--- config.mk ---
export PLATFORM = sky130hd
export DESIGN_NAME = uart_mmio_regs
export DESIGN_NICKNAME = d
export VERILOG_FILES = /design/src/rtl/urf_pkg.sv /design/src/rtl/urf_rx_fifo.sv /design/src/rtl/urf_csr_bank.sv /design/src/rtl/urf_bus_fsm.sv /design/src/rtl/uart_mmio_regs.sv
export SDC_FILE = /design/constraint.sdc
export NUM_CORES = 1
export LEC_CHECK = 0
export BUFFER_PORTS_ARGS = -buffer_cell sky130_fd_sc_hd__buf_2
export CAP_MARGIN = 20
export CORE_ASPECT_RATIO = 1.75
export CORE_MARGIN = 5
export CORE_UTILIZATION = 30
export DETAILED_ROUTE_END_ITERATION = 16
export PLACE_DENSITY = 0.52
export SKIP_CTS_REPAIR_TIMING = 1
export SLEW_MARGIN = 20
export SYNTH_ARGS = -nofsm -noshare
export SYNTH_HDL_FRONTEND = slang
export SYNTH_SLANG_ARGS = --single-unit
--- constraint.sdc ---
create_clock -name clk -period 6.2 [get_ports clk]
set_clock_uncertainty 0.2 [all_clocks]
set_input_delay 0.62 -clock clk [delete_from_list [all_inputs] [get_ports clk]]
set_output_delay 0.62 -clock clk [all_outputs]
set_load 0.03 [all_outputs]
--- src/rtl/urf_pkg.sv ---
package urf_pkg;

    localparam int unsigned WIN_ADDR_W = 5;
    localparam logic [1:0]  SIZE_WORD  = 2'd2;
    localparam int unsigned IE_TX_BIT  = 0;
    localparam int unsigned IE_RX_BIT  = 1;

    typedef enum logic [2:0] {
        RID_TXDATA,
        RID_RXDATA,
        RID_TXCTRL,
        RID_RXCTRL,
        RID_IE,
        RID_IP,
        RID_DIV,
        RID_HOLE
    } reg_id_e;

    typedef enum logic [1:0] {
        ST_IDLE,
        ST_TX_WAIT,
        ST_RESPOND
    } bus_state_e;

    // Word index inside the window selects the register.
    function automatic reg_id_e decode_offset(input logic [WIN_ADDR_W-1:0] ofs);
        reg_id_e id;
        unique case (ofs[WIN_ADDR_W-1:2])
            3'd0:    id = RID_TXDATA;
            3'd1:    id = RID_RXDATA;
            3'd2:    id = RID_TXCTRL;
            3'd3:    id = RID_RXCTRL;
            3'd4:    id = RID_IE;
            3'd5:    id = RID_IP;
            3'd6:    id = RID_DIV;
            default: id = RID_HOLE;
        endcase
        return id;
    endfunction

endpackage

--- src/rtl/urf_rx_fifo.sv ---
module urf_rx_fifo #(
    parameter int unsigned W     = 8,
    parameter int unsigned DEPTH = 8
) (
    input  logic         clk,
    input  logic         rst_n,
    input  logic         in_valid,
    input  logic [W-1:0] in_data,
    output logic         in_ready,
    input  logic         pop,
    output logic [W-1:0] head,
    output logic         nonempty,
    output logic         overflow
);
    localparam int unsigned PTR_W = (DEPTH > 1) ? $clog2(DEPTH) : 1;
    localparam int unsigned CNT_W = $clog2(DEPTH + 1);
    localparam logic [CNT_W-1:0] CNT_FULL = CNT_W'(DEPTH);
    localparam logic [PTR_W-1:0] PTR_LAST = PTR_W'(DEPTH - 1);

    logic [W-1:0]     mem_q [DEPTH];
    logic [PTR_W-1:0] wr_ptr_q, rd_ptr_q, wr_ptr_nx, rd_ptr_nx;
    logic [CNT_W-1:0] count_q;
    logic             ovf_q;
    logic             do_push, do_pop;

    assign in_ready = (count_q != CNT_FULL);
    assign nonempty = (count_q != '0);
    assign head     = mem_q[rd_ptr_q];
    assign overflow = ovf_q;
    assign do_push  = in_valid && in_ready;
    assign do_pop   = pop && nonempty;

    generate
        if ((DEPTH & (DEPTH - 1)) == 0) begin : g_pow2_wrap
            assign wr_ptr_nx = wr_ptr_q + 1'b1;
            assign rd_ptr_nx = rd_ptr_q + 1'b1;
        end else begin : g_cmp_wrap
            assign wr_ptr_nx = (wr_ptr_q == PTR_LAST) ? '0 : wr_ptr_q + 1'b1;
            assign rd_ptr_nx = (rd_ptr_q == PTR_LAST) ? '0 : rd_ptr_q + 1'b1;
        end
    endgenerate

    always_ff @(posedge clk) begin
        if (do_push) begin
            mem_q[wr_ptr_q] <= in_data;
        end
    end

    always_ff @(posedge clk) begin
        if (!rst_n) begin
            wr_ptr_q <= '0;
            rd_ptr_q <= '0;
            count_q  <= '0;
            ovf_q    <= 1'b0;
        end else begin
            if (do_push) wr_ptr_q <= wr_ptr_nx;
            if (do_pop)  rd_ptr_q <= rd_ptr_nx;
            unique case ({do_push, do_pop})
                2'b10:   count_q <= count_q + 1'b1;
                2'b01:   count_q <= count_q - 1'b1;
                default: count_q <= count_q;
            endcase
            if (in_valid && !in_ready) ovf_q <= 1'b1;
        end
    end

    p_count_bound_r3: assert property (@(posedge clk) disable iff (!rst_n)
        count_q <= CNT_FULL);
    p_push_grows_r3: assert property (@(posedge clk) disable iff (!rst_n)
        (in_valid && in_ready && !pop) |=> (count_q == $past(count_q) + 1'b1));
    p_drop_flags_r8: assert property (@(posedge clk) disable iff (!rst_n)
        (in_valid && !in_ready) |=> overflow);
    p_ovf_sticky_r8: assert property (@(posedge clk) disable iff (!rst_n)
        overflow |=> overflow);
    p_empty_pop_still_r5: assert property (@(posedge clk) disable iff (!rst_n)
        (pop && !nonempty && !in_valid) |=> (count_q == '0));

endmodule

--- src/rtl/urf_csr_bank.sv ---
module urf_csr_bank
    import urf_pkg::*;
#(
    parameter int unsigned DATA_W = 32,
    parameter int unsigned BYTE_W = 8
) (
    input  logic              clk,
    input  logic              rst_n,
    input  logic              wr_en,
    input  reg_id_e           id,
    input  logic [DATA_W-1:0] wdata,
    output logic [DATA_W-1:0] rd_data,
    input  logic [BYTE_W-1:0] rx_head,
    input  logic              rx_nonempty,
    output logic              irq
);
    localparam int unsigned NUM_RW   = 4;
    localparam int unsigned SLOT_W   = $clog2(NUM_RW);
    localparam logic [DATA_W-1:0] EMPTY_FLAG = DATA_W'(1) << (DATA_W - 1);

    logic [DATA_W-1:0] store_q [NUM_RW];
    logic [SLOT_W-1:0] slot;
    logic              slot_hit;

    // Storage slots: 0 transmit control, 1 receive control, 2 enable, 3 divisor.
    always_comb begin
        slot_hit = 1'b1;
        unique case (id)
            RID_TXCTRL: slot = SLOT_W'(0);
            RID_RXCTRL: slot = SLOT_W'(1);
            RID_IE:     slot = SLOT_W'(2);
            RID_DIV:    slot = SLOT_W'(3);
            default: begin
                slot     = '0;
                slot_hit = 1'b0;
            end
        endcase
    end

    always_ff @(posedge clk) begin
        if (!rst_n) begin
            for (int k = 0; k < NUM_RW; k++) store_q[k] <= '0;
        end else if (wr_en && slot_hit) begin
            store_q[slot] <= wdata;
        end
    end

    always_comb begin
        rd_data = '0;
        unique case (id)
            RID_RXDATA: rd_data = rx_nonempty ? DATA_W'(rx_head) : EMPTY_FLAG;
            RID_IP:     rd_data = DATA_W'(rx_nonempty) << IE_RX_BIT;
            RID_TXCTRL, RID_RXCTRL, RID_IE, RID_DIV: rd_data = store_q[slot];
            default:    rd_data = '0;
        endcase
    end

    assign irq = store_q[2][IE_RX_BIT] && rx_nonempty;

    p_irq_needs_data_r7: assert property (@(posedge clk) disable iff (!rst_n)
        irq |-> rx_nonempty);
    p_ie_hold_r1: assert property (@(posedge clk) disable iff (!rst_n)
        !wr_en |=> $stable(store_q[2]));

endmodule

--- src/rtl/urf_bus_fsm.sv ---
module urf_bus_fsm
    import urf_pkg::*;
#(
    parameter int unsigned DATA_W = 32,
    parameter int unsigned BYTE_W = 8
) (
    input  logic                  clk,
    input  logic                  rst_n,
    input  logic                  bus_req,
    input  logic                  bus_we,
    input  logic [WIN_ADDR_W-1:0] bus_addr,
    input  logic [1:0]            bus_size,
    input  logic [BYTE_W-1:0]     tx_byte_in,
    output logic                  bus_ack,
    output logic                  bus_err,
    output logic [DATA_W-1:0]     bus_rdata,
    output logic                  tx_valid,
    output logic [BYTE_W-1:0]     tx_data,
    input  logic                  tx_ready,
    output logic                  csr_wr_en,
    output reg_id_e               csr_id,
    input  logic [DATA_W-1:0]     csr_rdata,
    input  logic                  rx_nonempty,
    output logic                  rx_pop
);
    bus_state_e        state_q, state_d;
    logic              bad, accept;
    logic              err_q;
    logic [DATA_W-1:0] rdata_q;
    logic [BYTE_W-1:0] tx_q;

    assign csr_id = decode_offset(bus_addr);
    assign bad    = (bus_size != SIZE_WORD) || (bus_addr[1:0] != 2'b00) ||
                    (csr_id == RID_HOLE);
    assign accept = (state_q == ST_IDLE) && bus_req;

    always_comb begin
        state_d = state_q;
        unique case (state_q)
            ST_IDLE: begin
                if (bus_req) begin
                    if (!bad && bus_we && csr_id == RID_TXDATA) state_d = ST_TX_WAIT;
                    else                                         state_d = ST_RESPOND;
                end
            end
            ST_TX_WAIT: if (tx_ready) state_d = ST_RESPOND;
            ST_RESPOND: state_d = ST_IDLE;
            default:    state_d = ST_IDLE;
        endcase
    end

    always_ff @(posedge clk) begin
        if (!rst_n) state_q <= ST_IDLE;
        else        state_q <= state_d;
    end

    always_ff @(posedge clk) begin
        if (!rst_n) begin
            err_q   <= 1'b0;
            rdata_q <= '0;
            tx_q    <= '0;
        end else if (accept) begin
            err_q   <= bad;
            rdata_q <= (bad || bus_we) ? '0 : csr_rdata;
            if (!bad && bus_we && csr_id == RID_TXDATA) tx_q <= tx_byte_in;
        end
    end

    always_comb begin
        csr_wr_en = accept && !bad && bus_we;
        rx_pop    = accept && !bad && !bus_we && (csr_id == RID_RXDATA) && rx_nonempty;
        tx_valid  = (state_q == ST_TX_WAIT);
        tx_data   = tx_q;
        bus_ack   = (state_q == ST_RESPOND);
        bus_err   = bus_ack && err_q;
        bus_rdata = bus_ack ? rdata_q : '0;
    end

    p_tx_hold_r10: assert property (@(posedge clk) disable iff (!rst_n)
        (tx_valid && !tx_ready) |=> (tx_valid && $stable(tx_data) && !bus_ack));
    p_ack_pulse_r13: assert property (@(posedge clk) disable iff (!rst_n)
        bus_ack |=> !bus_ack);
    p_err_has_ack_r11: assert property (@(posedge clk) disable iff (!rst_n)
        bus_err |-> bus_ack);
    p_err_zero_data_r2: assert property (@(posedge clk) disable iff (!rst_n)
        bus_err |-> (bus_rdata == '0));

endmodule

--- src/rtl/uart_mmio_regs.sv ---
module uart_mmio_regs
    import urf_pkg::*;
#(
    parameter int unsigned DATA_W   = 32,
    parameter int unsigned BYTE_W   = 8,
    parameter int unsigned RX_DEPTH = 8
) (
    input  logic                  clk,
    input  logic                  rst_n,
    input  logic                  bus_req,
    input  logic                  bus_we,
    input  logic [WIN_ADDR_W-1:0] bus_addr,
    input  logic [1:0]            bus_size,
    input  logic [DATA_W-1:0]     bus_wdata,
    output logic                  bus_ack,
    output logic                  bus_err,
    output logic [DATA_W-1:0]     bus_rdata,
    output logic                  tx_valid,
    output logic [BYTE_W-1:0]     tx_data,
    input  logic                  tx_ready,
    input  logic                  rx_valid,
    input  logic [BYTE_W-1:0]     rx_data,
    output logic                  rx_ready,
    output logic                  rx_overflow,
    output logic                  irq
);
    logic              csr_wr_en;
    reg_id_e           csr_id;
    logic [DATA_W-1:0] csr_rdata;
    logic              rx_pop, rx_nonempty;
    logic [BYTE_W-1:0] rx_head;

    urf_bus_fsm #(.DATA_W(DATA_W), .BYTE_W(BYTE_W)) u_fsm (
        .clk        (clk),
        .rst_n      (rst_n),
        .bus_req    (bus_req),
        .bus_we     (bus_we),
        .bus_addr   (bus_addr),
        .bus_size   (bus_size),
        .tx_byte_in (bus_wdata[BYTE_W-1:0]),
        .bus_ack    (bus_ack),
        .bus_err    (bus_err),
        .bus_rdata  (bus_rdata),
        .tx_valid   (tx_valid),
        .tx_data    (tx_data),
        .tx_ready   (tx_ready),
        .csr_wr_en  (csr_wr_en),
        .csr_id     (csr_id),
        .csr_rdata  (csr_rdata),
        .rx_nonempty(rx_nonempty),
        .rx_pop     (rx_pop)
    );

    urf_csr_bank #(.DATA_W(DATA_W), .BYTE_W(BYTE_W)) u_csr (
        .clk        (clk),
        .rst_n      (rst_n),
        .wr_en      (csr_wr_en),
        .id         (csr_id),
        .wdata      (bus_wdata),
        .rd_data    (csr_rdata),
        .rx_head    (rx_head),
        .rx_nonempty(rx_nonempty),
        .irq        (irq)
    );

    urf_rx_fifo #(.W(BYTE_W), .DEPTH(RX_DEPTH)) u_rxq (
        .clk     (clk),
        .rst_n   (rst_n),
        .in_valid(rx_valid),
        .in_data (rx_data),
        .in_ready(rx_ready),
        .pop     (rx_pop),
        .head    (rx_head),
        .nonempty(rx_nonempty),
        .overflow(rx_overflow)
    );

    p_pop_needs_read_r4: assert property (@(posedge clk) disable iff (!rst_n)
        rx_pop |-> (bus_req && !bus_we));
    p_tx_needs_write_r9: assert property (@(posedge clk) disable iff (!rst_n)
        $rose(tx_valid) |-> $past(bus_req && bus_we));

endmodule

==> metrics.md, run 1 <==
| Metric | Value |
|---|---|
| Core area | `36030 µm²` |
| Ports | `99` |
| Fin. Hold Viols | `0` |
| Initial Util | `0.3027` |
| Max-cap viol count | `0` |
| Initial antenna violation count | `0` |
| CTS max path bufs | `3` |
| EDFF count, synth | `between 150 and 200` |
| DIE WIDTH | `between 150 and 200 µm` |
| DRC Markers | `0` |
| Startpoint class of the critical path | `flop` |
| Drt via density | `roughly 4.7` |
| Post-synth top area cell | `edfxtp_1` |
| Layout area overhead | `17.88%` |
| # setup viols final | `0` |
| Post-Route Utilization | `0.3569` |
| Global-route wire length before repair | `40990 µm` |
| Via count | `6668` |
| Die Area | `a little over 40000 µm²` |
| Antenna diode count | `0` |
| Initial DRT Pass Iterations | `4` |
| Static leakage | `4.837 nW` |
| Design area | `~13000 µm²` |
| Crit path kind | `flop to flop` |
| Post-Syn Instances | `852` |
| Sequential-to-total area share from yosys stat | `0.6332` |
| Fin crit share | `0.5085` |
| Clk Latency, worst-skew pair | `0.54 ns` |
| Setup TNS Final | `0 ns` |
| Post-DP HPWL | `roughly 19000 µm` |
| Mapped cell area | `10910 µm²` |
| Synth top area share | `0.5286` |
| Synth area leaders | `edfxtp_1 (53%), dfxtp_1 (10%), and2_1 (9.8%)` |
| Fin cells | `1428` |
| Post-synthesis register bit count | `~250` |
| Max-slew violations | `0` |
| Cell Rows | `92` |
| Post-Place Cells | `1380` |
| Largest net degree at the start of global routing | `41` |
| Cell area after placement | `approximately 12000 µm²` |
| Slew HR | `0.2697` |
| Layout Nets | `between 900 and 1000` |
| Mapped Avg Cell Area | `12.80 µm²` |
| CP Max Fanout | `7` |
| Vias in the first global route | `6952` |
| Top FF cell, synth | `edfxtp_1` |
| FFs w/ async S/R, synth | `0` |
| Worst-margin pin slew | `~1.1 ns` |
| CP arrival | `3.40 ns` |
| Clock root cell | `clkbuf_16` |
| Minimum clock period | `~3.2 ns` |
| Post-DR wirelength/cell | `18.70 µm` |
| Clock Sinks | `between 200 and 250` |
| First DRT Iteration DRCs | `283` |
| CTS tree | `built` |
| Grt total ovfl | `0` |
| Mapped Nets | `910` |
| DP Worst Slack | `2.503 ns` |
| Total GRT Usage | `0.1294` |
| Total wire length | `26700 µm` |
| H-tree depth | `1` |
| CP endpoint kind | `flop` |
| Commonest non-fill, non-tap cells in the layout | `edfxtp_1 (192), and2_1 (171), buf_2 (98)` |
| I/O Buffers | `98` |
| Chip height | `262.2 µm` |
| Commonest non-fill, non-tap cell in the layout | `edfxtp_1` |
| RSZ-0062 raised after global routing | `false` |
| Clock slew at reported path FFs | `around 0.070 ns` |
| Layout cells sized above 1 | `0.2244` |
| Yosys warnings | `0` |
| Post-route ant nets | `0` |
| F_max | `0.3172 GHz` |
| P per Cell Area | `289.2 nW/µm²` |
| Distinct cells, synth | `45` |
| Worst Path Required | `6.45 ns` |
| GP Congestion | `0.7735` |
| Peak supply drop | `0.0002222 V` |
| Final worst setup slack | `3.048 ns` |
| Status | `finished clean` |
| CTS Buf Count | `26` |
| HP Class | `input port to flop` |
==> worst paths after layout <==
path | cells past startpoint | slack, ns | startpoint | endpoint
min | 3 | 0.15 | tx_ready | u_fsm.state_q[1]
max reg2reg | 10 | 3.05 | u_rxq.count_q[0] | u_rxq.count_q[2]
max | 10 | 3.05 | u_rxq.count_q[0] | u_rxq.count_q[2]
min reg2reg | 2 | 0.24 | u_fsm.rdata_q[8] | u_fsm.rdata_q[8]
==> through the flow <==
stage	total power, mW	hold slack (ns)
global route	3.853	0.1447
CTS	3.768	0.1216
global placement	2.078	0.2263
finish	3.718	0.1529
floorplan	1.993	0.2167
detailed placement	2.084	0.2360
==> cells by family (layout without fill, tap and decap cells) <==
group           count (synthesis)  in the layout  share of synthesized area
xor+xnor                        4              4                   0.003212
flops                         249            249                     0.6332
fa+ha+maj                       5              5                   0.005736
buf+inv                        61            167                    0.02191
compound gates                135            135                    0.07227
simple gates                  317            317                     0.1681
mux                            81             81                    0.09556
==> sequential cells by signal (all words and copies together) (netlist names), named ones only <==
register,flops
u_rxq.wr_ptr_q,3
u_fsm.tx_data,8
u_rxq.count_q,4
u_csr.store_q,128
u_rxq.mem_q,64
u_fsm.rdata_q,32
u_fsm.state_q,2
u_rxq.rd_ptr_q,3
u_rxq.overflow,1
u_fsm.err_q,1
==> synth_stat cells, drive strengths merged (8+ instances only) <==
cell type / instances
o21ai: 44
mux4: 16
and3: 9
edfxtp: 192
mux2: 25
a21oi: 51
clkbuf: 43
buf: 13
nand2: 30
nor2: 50
nand3: 8
and2: 171
dfxtp: 57
mux2i: 40
a211oi: 25
==> report_power, final <==
group | switching [mW] | internal [mW] | total [mW]
Sequential | 0.0158 | 1.83 | 1.85
Clock | 0.659 | 1.02 | 1.68
Combinational | 0.128 | 0.0661 | 0.194
Total | 0.803 | 2.92 | 3.72
==> layer usage <==
layer	share of wire	GRT usage
met5	0	0
met4	0.025	0.04061
met3	0.040	0.01715
met2	0.56	0.2521
met1	0.38	0.1423
==> worst max-delay path, stage by stage, from the launching register on <==
cell and delay [ns]:
dfxtp_1 0.38, nor4_1 0.75, nor2_1 0.16, and3_1 0.28, ha_1 0.27, xor2_1 0.17
ha_1 0.18, a21oi_1 0.14, xor2_1 0.09, or3_1 0.31, a21oi_1 0.13
==> layout make-up <==
class	instances	area (µm²)
flip-flops and latches	249	6908
well taps	470	588.1
clock inverters	17	222.7
clock buffers	31	700.7
fillers	3585	23170
repair buffers	114	618.1
inverters	5	18.77
multi-input cells	542	3801
(Power assumes the default switching activity.)
==> run 2, diff against run 1 <==
--- a/config.mk
+++ b/config.mk
@@ -11,7 +11,7 @@
 export CORE_MARGIN = 5
 export CORE_UTILIZATION = 30
 export DETAILED_ROUTE_END_ITERATION = 16
-export PLACE_DENSITY = 0.52
+export PLACE_DENSITY = 0.54
 export SKIP_CTS_REPAIR_TIMING = 1
 export SLEW_MARGIN = 20
 export SYNTH_ARGS = -nofsm -noshare
==> constraint.sdc (replaced) <==
create_clock -name clk -period 2.65 [get_ports clk]
set_clock_uncertainty 0.2 [all_clocks]
set_input_delay 0.265 -clock clk [delete_from_list [all_inputs] [get_ports clk]]
set_output_delay 0.265 -clock clk [all_outputs]
set_load 0.03 [all_outputs]
==> run 2 against run 1 <==
Final cell count up 5.2%. Combinational power rose to 2.9 times the previous value. First-iteration DRC count down 3.2%. Total power up 130%. Core utilization up 1.9 points. Sequential share of layout area down 2.7 points. Non-clock buffer count up 76. Final area up 5.3%. Critical path depth down 6. Register-to-register slack worse by 2.9 ns. Global-route usage up 0.45 points.
==> metrics.md, run 2 (same netlist as run 1, synthesis figures left out) <==
| Metric | Value |
|---|---|
| Status | `finished clean` |
| FF-to-FF path depth | `9 (-1)` |
| I/O Buffers | `98 (unchanged)` |
| Total wire length | `27660 µm (+3.6%)` |
| Drt via density | `4.648 (-0.46%)` |
| CP Max Fanout | `5 (-2)` |
| Static leakage | `5.156 nW (+6.6%)` |
| Fin crit share | `0.9481` |
| Initial DRT Pass Iterations | `4 (unchanged)` |
| Max-slew violations | `0 (unchanged)` |
| Cell Rows | `92 (unchanged)` |
| Core area | `36030 µm² (unchanged)` |
| F_max | `approximately 0.4 GHz` |
| Total GRT Usage | `0.1340 (+0.004540)` |
| Max-cap viol count | `0 (unchanged)` |
| Antenna diode count | `0 (unchanged)` |
| Clk Latency, worst-skew pair | `0.54 ns (about the same)` |
| Hold_ws | `0.01442 ns (-0.1385 ns)` |
| Fin. Hold Viols | `0 (unchanged)` |
| Peak supply drop | `0.0004224 V (+90%)` |
| Initial Util | `0.3027 (unchanged)` |
| Largest net degree at the start of global routing | `48 (+17%)` |
| Post-DR wirelength/cell | `18.42 µm (-1.5%)` |
| Via count | `6981 (+4.7%)` |
| CTS max path bufs | `3 (unchanged)` |
| Crit path kind | `flop to output port` |
| H-tree depth | `1 (unchanged)` |
| Die Area | `40420 µm² (unchanged)` |
| Worst hold path depth | `4 (+1)` |
| Global-route wire length before repair | `42390 µm (+3.4%)` |
| GP Congestion | `0.7870 (+1.7%)` |
| CP endpoint kind | `output port` |
| Slew HR | `0.4110 (+0.1412)` |
| Startpoint class of the critical path | `flop` |
| Reg with most FFs | `u_csr.store_q` |
| Chip height | `262.2 µm (unchanged)` |
| Post-route ant nets | `0 (unchanged)` |
| DIE WIDTH | `154.1 µm (unchanged)` |
| Worst-margin pin slew | `0.8803 ns (-0.1999 ns)` |
| Commonest non-fill, non-tap cell in the layout | `edfxtp_1` |
| # setup viols final | `0 (unchanged)` |
| CP arrival | `2.05 ns (-1.35 ns)` |
| Grt total ovfl | `0 (unchanged)` |
| Minimum clock period | `~2.5 ns` |
| Layout cells sized above 1 | `0.2422 (+0.01782)` |
| Worst Path Required | `2.18 ns (-4.27 ns)` |
| Max reg flops | `128 (unchanged)` |
| Power, Total | `8.437 mW (+130%)` |
| Post-DP HPWL | `18940 µm (+0.29%)` |
| Commonest non-fill, non-tap cells in the layout | `edfxtp_1 (192), and2_1 (171), buf_2 (98)` |
| Layout Nets | `1071 (+7.5%)` |
| CTS Buf Count | `25 (-3.8%)` |
| Vias in the first global route | `7347 (+5.7%)` |
| CTS tree | `built` |
| First DRT Iteration DRCs | `274 (-3.2%)` |
| DRC Markers | `0 (unchanged)` |
| Clock root cell | `clkbuf_16` |
| Clock Sinks | `249 (unchanged)` |
| Biggest regs | `u_csr.store_q x128, u_rxq.mem_q x64, u_fsm.rdata_q x32` |
| Initial antenna violation count | `0 (unchanged)` |
| HP Class | `input port to flop` |
| Ports | `99 (unchanged)` |
| P per Cell Area | `623.4 nW/µm² (+120%)` |
| Clock slew at reported path FFs | `0.06 ns (about the same)` |
| Layout area overhead | `24.09%` |
==> run 2: cell count changes in the layout (fill, tap and decap cells not counted), moves of 3 or more <==
| cell | change |
|---|---|
| nand2b_2 | +3 |
| nand2b_1 | -3 |
| buf_12 | +5 |
| dlygate4sd3_1 | +42 |
| buf_4 | +30 |
| clkbuf_1 | +4 |
==> run 2: power breakdown <==
group / total, mW / switching [mW] / leakage, nW / internal (mW)
Clock: 3.56 / 1.49 / 0.394 / 2.07
Sequential: 4.32 / 0.0324 / 2.38 / 4.28
Combinational: 0.557 / 0.325 / 2.38 / 0.231
Total: 8.44 / 1.85 / 5.16 / 6.58
==> run 2: final timing paths <==
kind              slack (ns)           endpoint               from
setup / recovery        0.14                irq   u_rxq.count_q[0]
hold reg to reg         0.24  u_fsm.rdata_q[20]  u_fsm.rdata_q[20]
hold / removal          0.01   u_fsm.rdata_q[5]              rst_n
setup reg to reg        0.17   u_rxq.count_q[3]   u_rxq.count_q[2]
==> run 2: through the flow <==
step | cell area (µm²) | setup TNS, ns | cells | worst slack, ns | util
finish | 13530 | 0 | 1502 | 0.1375 | 0.3756
CTS | 13090 | 0 | 1460 | 0.07776 | 0.3633
global placement | 12270 | 0 | 1414 | 0.002095 | 0.3407
detailed placement | 12270 | -0.001244 | 1414 | -0.001244 | 0.3407
global route | 13530 | -0.01734 | 1502 | -0.01734 | 0.3756
floorplan | 10990 | 0 | 852 | 0.001520 | -
==> run 2: worst max-delay path, cell delays in order (launching register included) <==
cell and delay (ns):
dfxtp_1 0.34, buf_4 0.16, or4_1 0.58, and2_1 0.24
buf_2 0.19
==> run 2: final cells by class <==
cell class                 count  area, µm²
timing repair buffer         190       1349
tap                          470      588.1
sequential                   249       6908
fill                        3456      22500
clock inverter                13      150.1
multi-input combinational    542       3855
clock buffer                  33      665.6
inverter                       5      18.77
==> run 2: per-layer routing <==
metal	vias to the layer above	wire [µm]	global-route usage	share of wire
met4	0	660	0.04419	0.024
met1	3406	10300	0.1387	0.37
li1	3415	-	-	-
met3	37	942	0.01748	0.034
met5	-	0	0	0
met2	123	15760	0.2696	0.57
